`src/rtl/vfmt_pkg.sv`:
```
package vfmt_pkg;

   typedef enum logic [1:0] {
      EW_1B = 2'd0,
      EW_2B = 2'd1,
      EW_4B = 2'd2,
      EW_8B = 2'd3
   } elem_w_e;

   // transfer sizes the formatter accepts
   function automatic logic size_in_set(input logic [7:0] sz);
      case (sz)
         8'd1, 8'd2, 8'd3, 8'd4, 8'd6, 8'd8, 8'd12, 8'd16: size_in_set = 1'b1;
         default:                                          size_in_set = 1'b0;
      endcase
   endfunction

endpackage

```
`src/rtl/vfmt_legal.sv`:
```
module vfmt_legal #(
   parameter int SZ_W = 5
) (
   input  logic [SZ_W-1:0] size_i,
   input  logic [1:0]      esz_i,
   output logic            ok_o
);
   import vfmt_pkg::*;

   elem_w_e         ew;
   logic [SZ_W-1:0] low_mask;
   logic [SZ_W-1:0] n_elem;
   logic            whole;

   always_comb begin
      ew       = elem_w_e'(esz_i);
      low_mask = (SZ_W'(1) << ew) - SZ_W'(1);
      whole    = (size_i & low_mask) == '0;
      n_elem   = size_i >> ew;
      ok_o     = size_in_set(8'(size_i)) && whole &&
                 ((n_elem <= SZ_W'(4)) || (size_i == SZ_W'(8)) || (size_i == SZ_W'(16)));
   end
endmodule

```
`src/rtl/vfmt_elem_swap.sv`:
```
module vfmt_elem_swap #(
   parameter int LANE_BYTES = 16,
   localparam int DATA_W    = LANE_BYTES * 8,
   localparam int N_WIDTHS  = 4
) (
   input  logic [DATA_W-1:0] din,
   input  logic [1:0]        esz_i,
   input  logic              big_end_i,
   output logic [DATA_W-1:0] dout
);
   logic [DATA_W-1:0] variant [N_WIDTHS];

   for (genvar gw = 0; gw < N_WIDTHS; gw++) begin : g_width
      localparam int EB = 1 << gw;
      localparam int NE = LANE_BYTES / EB;
      logic [DATA_W-1:0] rev;
      for (genvar e = 0; e < NE; e++) begin : g_elem
         for (genvar b = 0; b < EB; b++) begin : g_byte
            assign rev[(e*EB + b)*8 +: 8] = din[(e*EB + EB - 1 - b)*8 +: 8];
         end
      end
      assign variant[gw] = rev;
   end

   assign dout = big_end_i ? variant[esz_i] : din;
endmodule

```
`src/rtl/vfmt_tail_mask.sv`:
```
module vfmt_tail_mask #(
   parameter int LANE_BYTES = 16,
   parameter int WORD_BYTES = 4,
   localparam int DATA_W    = LANE_BYTES * 8,
   localparam int NWORDS    = LANE_BYTES / WORD_BYTES,
   localparam int SZ_W      = $clog2(LANE_BYTES + 1),
   localparam int CNT_W     = $clog2(NWORDS + 1)
) (
   input  logic [DATA_W-1:0] din,
   input  logic [SZ_W-1:0]   size_i,
   output logic [DATA_W-1:0] dout,
   output logic [CNT_W-1:0]  words_o
);
   logic [SZ_W:0] rounded;

   for (genvar i = 0; i < LANE_BYTES; i++) begin : g_keep
      assign dout[i*8 +: 8] = (size_i > SZ_W'(i)) ? din[i*8 +: 8] : 8'h00;
   end

   assign rounded = {1'b0, size_i} + (SZ_W + 1)'(WORD_BYTES - 1);
   assign words_o = CNT_W'(rounded / (SZ_W + 1)'(WORD_BYTES));
endmodule

```
`src/rtl/vec_mem_formatter.sv`:
```
module vec_mem_formatter #(
   parameter int LANE_BYTES = 16,
   parameter int WORD_BYTES = 4,
   parameter int ADDR_W     = 32,
   localparam int DATA_W    = LANE_BYTES * 8,
   localparam int NWORDS    = LANE_BYTES / WORD_BYTES,
   localparam int SZ_W      = $clog2(LANE_BYTES + 1),
   localparam int CNT_W     = $clog2(NWORDS + 1)
) (
   input  logic              clk,
   input  logic              rst_n,
   input  logic              req_i,
   input  logic              is_store_i,
   input  logic              big_end_i,
   input  logic [1:0]        elem_sz_i,
   input  logic [SZ_W-1:0]   xfer_sz_i,
   input  logic [ADDR_W-1:0] base_i,
   input  logic [ADDR_W-1:0] imm_i,
   input  logic [DATA_W-1:0] mem_rdata_i,
   input  logic [DATA_W-1:0] reg_wdata_i,
   output logic [ADDR_W-1:0] ea_o,
   output logic [DATA_W-1:0] reg_data_o,
   output logic [DATA_W-1:0] mem_wdata_o,
   output logic [CNT_W-1:0]  word_cnt_o,
   output logic              vld_o,
   output logic              err_o
);
   // elaboration-time parameter checks
   if (LANE_BYTES < 16 || (LANE_BYTES % 8) != 0) begin : g_bad_lane
      $error("LANE_BYTES must be a multiple of 8 and at least 16");
   end
   if (WORD_BYTES < 1 || (LANE_BYTES % WORD_BYTES) != 0) begin : g_bad_word
      $error("WORD_BYTES must divide LANE_BYTES");
   end

   logic [DATA_W-1:0] src, swapped, formatted;
   logic [CNT_W-1:0]  words;
   logic              legal;
   logic              take;

   assign src  = is_store_i ? reg_wdata_i : mem_rdata_i;
   assign take = req_i && legal;

   vfmt_legal #(.SZ_W(SZ_W)) u_legal (
      .size_i (xfer_sz_i),
      .esz_i  (elem_sz_i),
      .ok_o   (legal)
   );

   vfmt_elem_swap #(.LANE_BYTES(LANE_BYTES)) u_swap (
      .din       (src),
      .esz_i     (elem_sz_i),
      .big_end_i (big_end_i),
      .dout      (swapped)
   );

   vfmt_tail_mask #(.LANE_BYTES(LANE_BYTES), .WORD_BYTES(WORD_BYTES)) u_mask (
      .din     (swapped),
      .size_i  (xfer_sz_i),
      .dout    (formatted),
      .words_o (words)
   );

   always_ff @(posedge clk) begin
      if (!rst_n) begin
         ea_o        <= '0;
         reg_data_o  <= '0;
         mem_wdata_o <= '0;
         word_cnt_o  <= '0;
         vld_o       <= 1'b0;
         err_o       <= 1'b0;
      end else begin
         vld_o <= take;
         err_o <= req_i && !legal;
         if (take) begin
            ea_o       <= base_i + imm_i;
            word_cnt_o <= words;
            if (is_store_i) mem_wdata_o <= formatted;
            else            reg_data_o  <= formatted;
         end
      end
   end
endmodule

```
`config.mk`:
```
export PLATFORM = sky130hd
export DESIGN_NAME = vec_mem_formatter
export DESIGN_NICKNAME = d
export VERILOG_FILES = /design/src/rtl/vfmt_pkg.sv /design/src/rtl/vfmt_legal.sv /design/src/rtl/vfmt_elem_swap.sv /design/src/rtl/vfmt_tail_mask.sv /design/src/rtl/vec_mem_formatter.sv
export SDC_FILE = /design/constraint.sdc
export NUM_CORES = 1
export LEC_CHECK = 0
export BUFFER_PORTS_ARGS = -buffer_cell sky130_fd_sc_hd__buf_2
export CORE_AREA = 2 2 246 248
export CTS_CLUSTER_SIZE = 8
export DETAILED_ROUTE_END_ITERATION = 6
export DIE_AREA = 0 0 248 250
export PLACE_DENSITY = 0.49
export SLEW_MARGIN = 25
export SYNTH_ARGS = -nofsm -noshare
export SYNTH_HDL_FRONTEND = slang
export SYNTH_SLANG_ARGS = --single-unit
```
`constraint.sdc`:
```
create_clock -name clk -period 4.4 [get_ports clk]
set_input_delay 0.44 -clock clk [delete_from_list [all_inputs] [get_ports clk]]
set_output_delay 0.44 -clock clk [all_outputs]
set_load 0.005 [all_outputs]
```
==> run_results.csv <==
group,metric,value,unit
grt,grtUsageTotal,26.56,%
critical_path,setup.worst_path.end_class,"flip-flop",
synth,synth_fp_nets,2838,
cts,cts_setup_buffers,0,
cts,clock-sinks,293,
timing,slew_headroom,31.73,%
synth,yosysMostFrequentCell,"nor2_1",
route,drt-pass1-iter-count,6,
route,drc_errors,0,
synth,ys_types,64,
synth,synth_area_per_cell,7.155,um^2
timing,report.final.hold_viol_count,0,
power,leakage,10.45,nW
critical_path,crit_top_cell,"buf_4",
route,vias_per_cell,5.325,
critical_path,cpMaxStageDelayCell,"and3_1",
placement,port_buffers,624,
timing,fmaxAchievable,0.3254,GHz
cts,htreeDepth,2,
timing,fin_setup_tns,0,ps
route,wl_per_cell,22.84,um
timing,worst_slack,1326,ps
grt,grt_pass1_vias,18912,
timing,setup_viol,0,
critical_path,max_stage_delay,590,ps
floorplan,core-area,59570,um^2
critical_path,critPathMaxFanout,75,
floorplan,fp.dieH,250,um
power,power,7.300,mW
finish,layout-drive-gt1-share,26.38,%
finish,area_delta_synth_final,27.67,%
grt,grt_max_degree,119,
grt,antenna_found_initial,3,
outcome,status,"finished clean",
job,max_cap_viol_count,0,
synth,synth_flop_cell,"dfxtp_1",
critical_path,cp-start-kind,"input port",
route,antenna_left,0,
synth,yosysWarnings,0,
floorplan,start_util,29.69,%
cts,clockBufferDepth,3,
synth,yosysSeqAreaShare,33.16,%
placement,gp_congestion,0.9491,
power,irDropWorstVdd,0.1892,mV
timing,min_period,3074,ps
power,power_density,323.2,nW/um^2
cts,cts.clk_slew.worst_paths,50,ps
synth,synth_edf_count,0,
critical_path,path_cells,"buf_4, inv_4, nand2_1, ha_1, nor3_1, o21ai_0, a2111oi_2, and3_1, nand2_8, buf_4, a21oi_1, nor2_1",
critical_path,path_delay_family,"simple AND/OR/NAND/NOR gates",
finish,nets,3350,
cts,cts_tree,"yes",
synth,synth_cells,2472,
grt,grt_first_pass_wirelength,123100,um
critical_path,path_buf_inv,3,
placement,hpwl,66410,um
cts,postCtsResizedCells,0,
route,finalWirelength,86260,um
timing,skew,0,ps
grt,globalRouteOverflowTotal,0,
min_path,worstHoldPathType,"input port to flip-flop",
cts,holdBufCountCts,0,
floorplan,fp.dieArea,62000,um^2
floorplan,ios,625,
timing,report.final.slew_viol_count,0,
cts,clock_latency,550,ps
timing,worst_slew_pin_slew,995.6,ps
synth,synth_common_cells,"nor2_1 (638), a21oi_1 (400), dfxtp_1 (293)",
critical_path,worstPathArrival,3500,ps
synth,syn_area,17690,um^2
critical_path,required,4830,ps
finish,final_cell_area,22580,um^2
placement,placed_area,21400,um^2
critical_path,critical_path_class,"input port to flip-flop",
cts,root_buffer,"clkbuf_16",
synth,async_flop_share,0,%
synth,synth_top_area_cell,"dfxtp_1",
floorplan,rows,90,
route,dr_total_vias,20111,
route,first_iter_violations,1531,
synth,yosys-top-cells-area,"dfxtp_1 (33%), nor2_1 (14%), a21oi_1 (11%)",
synth,synth_top_area_share,33.16,%
critical_path,r2r_slack,3610,ps
cts,cts_buffers,43,
timing,period_share,69.85,%
placement,preCtsSetupSlack,761.1,ps
floorplan,die_width,248,um
synth,ys_seq_elements,293,
timing,rsz0062_at_grt,"false",
-- flip-flops by register name (all words and copies together), names as in the netlist --
signal / cells
ea_o: 32
reg_data_o: 128
mem_wdata_o: 128
word_cnt_o: 3
vld_o: 1
err_o: 1
-- final timing paths --
kind	startpoint	to	depth (start not counted)
setup / recovery	elem_sz_i[0]	mem_wdata_o[67]	12
hold / removal	req_i	err_o	3
setup reg to reg	ea_o[3]	ea_o[3]	3
hold reg to reg	reg_data_o[86]	reg_data_o[86]	2
-- worst min-delay path: stages --
cell	delay (ps)
buf_2	110
nand2_1	50
a21oi_1	40
-- through the flow --
stage                     util, %  cells  hold slack [ps]
after global routing        37.90   3775            145.2
after detailed placement    35.92   3721            443.9
after floorplan                 -   2472            448.2
final                       37.91   3777            152.7
after global placement      35.92   3721            442.9
after CTS                   37.89   3773            124.4
-- per-layer routing --
metal,track usage (%),routed length [um],vias to the layer above
met1,32.36,34900,9558
met2,47.23,43110,820
met3,4.259,5594,124
met4,8.349,2648,0
li1,-,-,9609
met5,0,0,-
-- logic make-up after synthesis --
| kind of cell | count (synthesis) | share of synthesized area, % |
|---|---|---|
| flops | 293 | 33.16 |
| compound gates | 749 | 24.81 |
| mux | 174 | 11.16 |
| xor+xnor | 23 | 1.139 |
| simple gates | 981 | 21.97 |
| buf+inv | 218 | 5.319 |
| fa+ha+maj | 34 | 2.448 |
-- placed cells by master, fill, tap and decap left out, types with 9 or more instances in the layout --
master	netlist	routed
and2_1	22	22
nand2_1	249	248
nand3_1	17	16
nor3_1	12	12
a221o_1	31	31
o311a_1	28	28
mux2i_1	124	124
and3_1	12	12
a21oi_1	400	399
clkbuf_16	0	45
a31oi_1	35	35
dfxtp_1	293	293
o21bai_1	9	9
xnor2_1	13	13
buf_4	2	48
mux2_2	35	35
ha_1	33	33
a21o_1	14	14
buf_2	62	620
nor2_1	638	638
xor2_1	10	10
o21ai_0	163	163
mux4_2	15	15
o221ai_1	11	11
-- power by group --
group / switching [mW] / internal (mW) / total, mW
logic: 1.01 / 0.549 / 1.56
registers: 0.0162 / 2.69 / 2.70
clock network: 1.21 / 1.83 / 3.04
total: 2.24 / 5.06 / 7.30
-- layout make-up --
| cell class | count | area, um^2 |
|---|---|---|
| Clock buffer | 51 | 1169 |
| Inverter | 11 | 51.30 |
| Tap cell | 782 | 978.4 |
| Antenna cell | 4 | 10.01 |
| Sequential cell | 293 | 5866 |
| Timing Repair Buffer | 674 | 3577 |
| Multi-Input combinational cell | 1961 | 10930 |
| Clock inverter | 1 | 5.005 |
| Fill cell | 6284 | 36990 |
No activity file was read; power rests on OpenSTA's default activity.
